$ cat config.mk
export PLATFORM = sky130hd
export DESIGN_NAME = amul_pipe_top
export DESIGN_NICKNAME = d
export VERILOG_FILES = /design/src/rtl/amul_pkg.sv /design/src/rtl/amul_pp_row.sv /design/src/rtl/amul_csa_row.sv /design/src/rtl/amul_cpr_row.sv /design/src/rtl/amul_pipe_top.sv
export SDC_FILE = /design/constraint.sdc
export NUM_CORES = 1
export LEC_CHECK = 0
export ABC_AREA = 1
export BUFFER_PORTS_ARGS = -buffer_cell sky130_fd_sc_hd__buf_4
export CAP_MARGIN = 20
export CORE_ASPECT_RATIO = 0.75
export CORE_MARGIN = 5
export CORE_UTILIZATION = 35
export CTS_CLUSTER_SIZE = 25
export DETAILED_ROUTE_END_ITERATION = 8
export PLACE_DENSITY = 0.51
export SETUP_SLACK_MARGIN = 0.4
export SYNTH_ARGS = -nofsm -noshare
export SYNTH_HDL_FRONTEND = slang
export SYNTH_SLANG_ARGS = --single-unit
export TNS_END_PERCENT = 50
$ cat constraint.sdc
create_clock -name clk -period 3.6 [get_ports clk]
set_input_delay 0.18 -clock clk [delete_from_list [all_inputs] [get_ports clk]]
set_output_delay 0.18 -clock clk [all_outputs]
set_load 0.02 [all_outputs]
$ cat src/rtl/amul_pkg.sv
package amul_pkg;

    // Pipeline depth: partial-product stage + carry-save rows + carry rows.
    function automatic int amul_depth(input int n);
        return 1 + (n - 1) + (n - 1);
    endfunction

    // Number of carry-save rows after the partial-product stage.
    function automatic int amul_csa_rows(input int n);
        return n - 1;
    endfunction

    // Number of rows that each move pending carries by one position.
    function automatic int amul_carry_rows(input int n);
        return n - 1;
    endfunction

endpackage

$ cat src/rtl/amul_pp_row.sv
module amul_pp_row #(
    parameter int N = 8
) (
    input  logic         clk,
    input  logic         rst,
    input  logic         v_i,
    input  logic [N-1:0] a_i,
    input  logic [N-1:0] x_i,
    output logic         v_o,
    output logic [N-1:0] a_o,
    output logic [N-1:0] x_o,
    output logic [N-1:0] s_o,
    output logic [N-1:0] c_o,
    output logic [N-1:0] lo_o
);
    logic [N-1:0] pp;

    assign pp = a_i & {N{x_i[0]}};

    always_ff @(posedge clk) begin
        if (rst) begin
            v_o  <= 1'b0;
            a_o  <= '0;
            x_o  <= '0;
            s_o  <= '0;
            c_o  <= '0;
            lo_o <= '0;
        end else begin
            v_o  <= v_i;
            a_o  <= a_i;
            x_o  <= x_i >> 1;
            s_o  <= pp >> 1;
            c_o  <= '0;
            lo_o <= {{(N-1){1'b0}}, pp[0]};
        end
    end

    p_pp_valid_step_r2: assert property (@(posedge clk) disable iff (rst)
        1'b1 |=> (v_o == $past(v_i)));

    p_pp_low_bit_r3: assert property (@(posedge clk) disable iff (rst)
        1'b1 |=> (lo_o[0] == $past(a_i[0] & x_i[0])));

endmodule

$ cat src/rtl/amul_csa_row.sv
module amul_csa_row #(
    parameter int N   = 8,
    parameter int ROW = 1
) (
    input  logic         clk,
    input  logic         rst,
    input  logic         v_i,
    input  logic [N-1:0] a_i,
    input  logic [N-1:0] x_i,
    input  logic [N-1:0] s_i,
    input  logic [N-1:0] c_i,
    input  logic [N-1:0] lo_i,
    output logic         v_o,
    output logic [N-1:0] a_o,
    output logic [N-1:0] x_o,
    output logic [N-1:0] s_o,
    output logic [N-1:0] c_o,
    output logic [N-1:0] lo_o
);
    localparam int W2 = N + 2;

    logic [N-1:0] pp;
    logic [N-1:0] t_sum;
    logic [N-1:0] t_cy;
    logic [N-1:0] lo_n;

    // x_i[0] is this row's multiplier bit; the rest moves on shifted down.
    assign pp    = a_i & {N{x_i[0]}};
    assign t_sum = s_i ^ c_i ^ pp;
    assign t_cy  = (s_i & c_i) | (s_i & pp) | (c_i & pp);

    always_comb begin
        lo_n      = lo_i;
        lo_n[ROW] = t_sum[0];
    end

    always_ff @(posedge clk) begin
        if (rst) begin
            v_o  <= 1'b0;
            a_o  <= '0;
            x_o  <= '0;
            s_o  <= '0;
            c_o  <= '0;
            lo_o <= '0;
        end else begin
            v_o  <= v_i;
            a_o  <= a_i;
            x_o  <= x_i >> 1;
            s_o  <= {1'b0, t_sum[N-1:1]};
            c_o  <= t_cy;
            lo_o <= lo_n;
        end
    end

    p_csa_valid_step_r2: assert property (@(posedge clk) disable iff (rst)
        1'b1 |=> (v_o == $past(v_i)));

    // The retired bit and the new vectors together hold exactly the three inputs.
    p_csa_keeps_value_r3: assert property (@(posedge clk) disable iff (rst)
        1'b1 |=> ((((W2'(s_o) + W2'(c_o)) << 1) + W2'(lo_o[ROW]))
                  == $past(W2'(s_i) + W2'(c_i) + W2'(pp))));

endmodule

$ cat src/rtl/amul_cpr_row.sv
module amul_cpr_row #(
    parameter int N = 8,
    parameter int K = 1
) (
    input  logic         clk,
    input  logic         rst,
    input  logic         v_i,
    input  logic [N-1:0] s_i,
    input  logic [N-1:0] c_i,
    input  logic [N-1:0] lo_i,
    output logic         v_o,
    output logic [N-1:0] s_o,
    output logic [N-1:0] c_o,
    output logic [N-1:0] lo_o
);
    localparam logic [N-1:0] DONE_MASK = (N'(1) << K) - N'(1);

    logic [N-1:0] gen;

    assign gen = s_i & c_i;

    always_ff @(posedge clk) begin
        if (rst) begin
            v_o  <= 1'b0;
            s_o  <= '0;
            c_o  <= '0;
            lo_o <= '0;
        end else begin
            v_o  <= v_i;
            s_o  <= s_i ^ c_i;
            c_o  <= {gen[N-2:0], 1'b0};
            lo_o <= lo_i;
        end
    end

    p_cpr_valid_step_r2: assert property (@(posedge clk) disable iff (rst)
        1'b1 |=> (v_o == $past(v_i)));

    p_carry_cleared_r7: assert property (@(posedge clk) disable iff (rst)
        ((c_o & DONE_MASK) == '0));

    p_carry_sum_kept_r7: assert property (@(posedge clk) disable iff (rst)
        1'b1 |=> ((s_o + c_o) == $past(s_i + c_i)));

    p_low_bits_pass_r4: assert property (@(posedge clk) disable iff (rst)
        1'b1 |=> (lo_o == $past(lo_i)));

endmodule

$ cat src/rtl/amul_pipe_top.sv
module amul_pipe_top #(
    parameter int N = 8
) (
    input  logic           clk,
    input  logic           rst,
    input  logic           in_valid,
    input  logic [N-1:0]   a,
    input  logic [N-1:0]   x,
    output logic           out_valid,
    output logic [2*N-1:0] p
);
    localparam int D     = amul_pkg::amul_depth(N);
    localparam int NCSA  = amul_pkg::amul_csa_rows(N);
    localparam int NCARY = amul_pkg::amul_carry_rows(N);

    logic         v_q  [D];
    logic [N-1:0] s_q  [D];
    logic [N-1:0] c_q  [D];
    logic [N-1:0] lo_q [D];
    logic [N-1:0] a_q  [N];
    logic [N-1:0] x_q  [N];

    amul_pp_row #(.N(N)) u_pp (
        .clk  (clk),
        .rst  (rst),
        .v_i  (in_valid),
        .a_i  (a),
        .x_i  (x),
        .v_o  (v_q[0]),
        .a_o  (a_q[0]),
        .x_o  (x_q[0]),
        .s_o  (s_q[0]),
        .c_o  (c_q[0]),
        .lo_o (lo_q[0])
    );

    for (genvar r = 1; r <= NCSA; r++) begin : g_csa
        amul_csa_row #(.N(N), .ROW(r)) u_row (
            .clk  (clk),
            .rst  (rst),
            .v_i  (v_q[r-1]),
            .a_i  (a_q[r-1]),
            .x_i  (x_q[r-1]),
            .s_i  (s_q[r-1]),
            .c_i  (c_q[r-1]),
            .lo_i (lo_q[r-1]),
            .v_o  (v_q[r]),
            .a_o  (a_q[r]),
            .x_o  (x_q[r]),
            .s_o  (s_q[r]),
            .c_o  (c_q[r]),
            .lo_o (lo_q[r])
        );
    end

    for (genvar k = 1; k <= NCARY; k++) begin : g_cpr
        amul_cpr_row #(.N(N), .K(k)) u_row (
            .clk  (clk),
            .rst  (rst),
            .v_i  (v_q[NCSA+k-1]),
            .s_i  (s_q[NCSA+k-1]),
            .c_i  (c_q[NCSA+k-1]),
            .lo_i (lo_q[NCSA+k-1]),
            .v_o  (v_q[NCSA+k]),
            .s_o  (s_q[NCSA+k]),
            .c_o  (c_q[NCSA+k]),
            .lo_o (lo_q[NCSA+k])
        );
    end

    // Only the top carry bit can remain; it never meets a set sum bit.
    assign out_valid = v_q[D-1];
    assign p         = {s_q[D-1] ^ c_q[D-1], lo_q[D-1]};

    p_idle_after_reset_r1: assert property (@(posedge clk) disable iff (rst)
        $past(rst) |-> (!out_valid && (p == '0)));

    p_no_top_collision_r7: assert property (@(posedge clk) disable iff (rst)
        ((s_q[D-1] & c_q[D-1]) == '0));

endmodule

==> results.md <==
- The number of hold buffers added after CTS is 17.
- Once detail routing completed, the nets flagged for antenna violations numbered 0.
- The site row count is 59.
- The reg-to-reg endpoint is g_csa[7].u_row.s_o[5].
- The worst hold path passes through 2 cells.
- The TritonCTS clock tree is done.
- The clock root buffer is sky130_fd_sc_hd__clkbuf_16.
- Across the run, the number of max-cap violations was 0.
- The total placed instance area is 12,900 um^2.
- The synthesis-to-finish area growth is 13.4%.
- From bottom edge to top edge, the die measures roughly 170 um.
- Across all register-to-register paths, the minimum setup slack is 2.26 ns.
- The static leakage is about 5.5 nW.
- The beginning of the worst register-to-register path is g_csa[6].u_row.x_o[0].
- After clock tree synthesis, the clock-pin slew on the worst setup and hold paths is ~0.060 ns.
- The detailed placer's ending HPWL is 8890 um.
- The shortest clock period the worst path allows after layout is 1.34 ns.
- The number of remaining DRC errors is 0.
- The via count of the first global-routing pass is 6,227.
- For the final routed database, the setup TNS stands at 0 ns.
- The post-layout net count is 1,474.
- The top-area cell type share of the netlist area is 60.8%.
- The power per cell area is 566 nW/um^2.
- The worst setup path is captured at a flop.
- The first global-routing pass estimated 27,400 um of wire.
- The internal portion of the total power is ~0.0064 W.
- The number of nets in the synthesized netlist is 1,438.
- The switching portion of total power is 19.8%.
- The design draws 0.00802 W.
- The initial core utilization is 35.8%.
- In this run the number of H-tree levels came out at 2.
- The number of distinct library cell variants in the gate-level netlist after synthesis is 12.
- The most common library cell in the layout ignoring fill and taps is sky130_fd_sc_hd__nor2_1.
- The number of antenna violations at the first check in global routing is 0.
- The clock network accounts for a little under half of the total power.
- The critical path in this run is classified as flop to flop.
- Clock skew on the completed layout was measured at 0.0210 ns.
- The max-slew violation total from the final report came to 0.
- At the pin with the least slew margin, the transition time is 0.632 ns.
- Counting along the longest clock path gives a buffer depth of 3.
- The startpoint of the most critical hold path is rst.
- The required time of the worst setup path is 3.97 ns.
- The startpoint kind of the worst setup timing path is a flop.
- The routed design has between 10,000 and 15,000 um of wire.
- The post-synthesis instance area is 12,500 um^2.
- The die is approximately 230 um wide.
- Synthesis inferred 379 register bits.
- At the end of the flow the core is filled with cells to 40.6%.
- Of the cells placed in the final design, the portion with a size suffix greater than 1 is 6.22%.
- After detailed routing, the average wire length per cell comes to around 8 um.
- The pin count of the biggest net entering global routing is 113.
- The relative slew slack is 57.9%.
- The via count is 6,746.
- The proportion of power drawn by combinational gates is 1.9%.
- The overall overflow remaining after global route is 0.
- The cell depth of the worst flop-to-flop path is 3.
- The flow ran to the end, and the final reports show no timing, DRC or antenna violations.
- The first routing iteration left 245 violations.
- Of the total power, registers draw a little over half.
- The final critical-path share of the clock period is 37.2%.
- A synthesized cell averages 9.30 um^2.
- The maximum vdd ir drop is 271 uV.
- The path with the worst hold slack has its endpoint at g_csa[6].u_row.lo_o[5].
- Setup violations remaining at the end of the flow were counted as 0.
- Input and output buffers added on the ports amount to 35.
- The biggest fanout along the worst timing path is 8.
- For this design the top-level I/O count stands at 36.
- Clock latency on the worst-skew pair, taken at its later pin, is roughly 0.52 ns.
- In the layout the commonest cells are sky130_fd_sc_hd__nor2_1 (386), sky130_fd_sc_hd__dfxtp_1 (379), sky130_fd_sc_hd__inv_1 (367), sky130_fd_sc_hd__nand2_1 (75), sky130_fd_sc_hd__fa_1 (42).
- Summed over all instances, the cell type with the most area after synthesis is sky130_fd_sc_hd__dfxtp_1.
- The area enclosed by the die boundary is 39,600 um^2.
- The first detailed-routing pass took 4 iterations.
- The cell count after synthesis came out at 1,342.
- After synthesis, the cell types taking the most area are sky130_fd_sc_hd__dfxtp_1 (61%), sky130_fd_sc_hd__nor2_1 (12%), sky130_fd_sc_hd__inv_1 (11%).
- The hold violation count in the final report is 0.
- The proportion of synthesized chip area in sequential cells is 60.8%.
- The switching power is 0.00159 W.
- Yosys printed 0 warnings.
- The area of the placeable core is between 30,000 and 40,000 um^2.
- Once the clock tree was built, the resizer swapped 0 gates to a different size.
- The timing-limited maximum frequency is 747 MHz.
- The placer's final routability congestion estimate is 0.669.
- The clock drives 379 sinks.
- Setup repair after global routing left no endpoint under its margin.
- Across every metal layer, demand over resource in global routing totals 7.88%.
- The worst hold path belongs to the class input port to flop.
- The final instance area is 14,200 um^2.
- The via density per instance is ~3.6.
- The number of CTS-inserted buffers is 36.
- The total setup buffers inserted after CTS is 0.
- For the worst setup path, the data arrival time is 1.71 ns.
- The antenna cell count is 0.
-- final cells by class --
class                           instances  area [um^2]
Fill cell                            3482        20800
Multi-Input combinational cell        538         3010
Timing Repair Buffer                   55          488
Sequential cell                       379         7590
Tap cell                              457          572
Clock buffer                           51          997
Clock inverter                          8          130
Inverter                              368         1380
-- synth_stat cells --
library cell               instances
sky130_fd_sc_hd__nor2_1          386
sky130_fd_sc_hd__dfxtp_1         379
sky130_fd_sc_hd__inv_1           367
sky130_fd_sc_hd__nand2_1          75
sky130_fd_sc_hd__fa_1             42
sky130_fd_sc_hd__ha_1             35
sky130_fd_sc_hd__buf_6            34
sky130_fd_sc_hd__buf_4             8
sky130_fd_sc_hd__buf_2             7
sky130_fd_sc_hd__clkbuf_1          7
sky130_fd_sc_hd__buf_1             1
sky130_fd_sc_hd__inv_2             1
-- sequential cells by signal (all words and copies together) (netlist names) --
signal and flops:
g_cpr.u_row.c_o 28, g_cpr.u_row.lo_o 56, g_cpr.u_row.s_o 55, g_cpr.u_row.v_o 7
g_csa.u_row.a_o 48, g_csa.u_row.c_o 49, g_csa.u_row.lo_o 35, g_csa.u_row.s_o 49
g_csa.u_row.v_o 7, g_csa.u_row.x_o 21, u_pp.a_o 8, u_pp.lo_o 1
u_pp.s_o 7, u_pp.v_o 1, u_pp.x_o 7
-- logic make-up after synthesis --
logic type	Yosys count	share of synthesized area [%]
fa+ha+maj	77	10.2
buf+inv	425	15.1
flops	379	60.8
simple gates	461	13.9
-- per-stage QoR --
| stage | hold slack [ns] | cells | setup WS [ns] |
|---|---|---|---|
| finish | 0.0960 | 1856 | 2.26 |
| global route | 0.123 | 1856 | 2.14 |
| CTS | 0.0970 | 1856 | 2.23 |
| detailed placement | 0.387 | 1780 | 2.10 |
| global placement | 0.382 | 1780 | 2.12 |
| floorplan | 0.287 | 1342 | 2.39 |
-- metal layers --
layer / vias up / global-route usage (%) / part of all wire (%)
met3: 32 / 2.60 / 4.4
met5: - / 0 / 0
met4: 0 / 3.15 / 2.5
met2: 66 / 12.6 / 44
li1: 3743 / - / -
met1: 2905 / 9.94 / 49
-- power groups by stage --
| stage | Combinational (W) | Clock [W] | Sequential [W] |
|---|---|---|---|
| 3_3_place_gp | 0.000138 | 0 | 0.00434 |
| 2_1_floorplan | 0.000139 | 0 | 0.00434 |
| 4_1_cts | 0.000155 | 0.00377 | 0.00425 |
| 6_report | 0.000150 | 0.00362 | 0.00425 |
| 3_5_place_dp | 0.000139 | 0 | 0.00434 |
| 5_1_grt | 0.000175 | 0.00395 | 0.00425 |
-- critical path: stages, from the launching register on --
cell and delay [ns]:
sky130_fd_sc_hd__dfxtp_1 0.55, sky130_fd_sc_hd__nand2_1 0.12, sky130_fd_sc_hd__fa_1 0.50, sky130_fd_sc_hd__nor2_1 0.05
-- worst max-delay path by stage --
stage	slack, ns	from	endpoint
finish	2.26	g_csa[6].u_row.x_o[0]	g_csa[7].u_row.s_o[5]
floorplan	2.39	g_csa[1].u_row.x_o[0]	g_csa[2].u_row.lo_o[2]
detailed placement	2.10	rst	g_cpr[7].u_row.lo_o[5]
global route	2.14	g_cpr[7].u_row.c_o[7]	p[15]
CTS	2.23	g_csa[6].u_row.x_o[0]	g_csa[7].u_row.s_o[5]
global placement	2.12	rst	g_cpr[7].u_row.s_o[5]
Power figures use the tool's default switching activity.
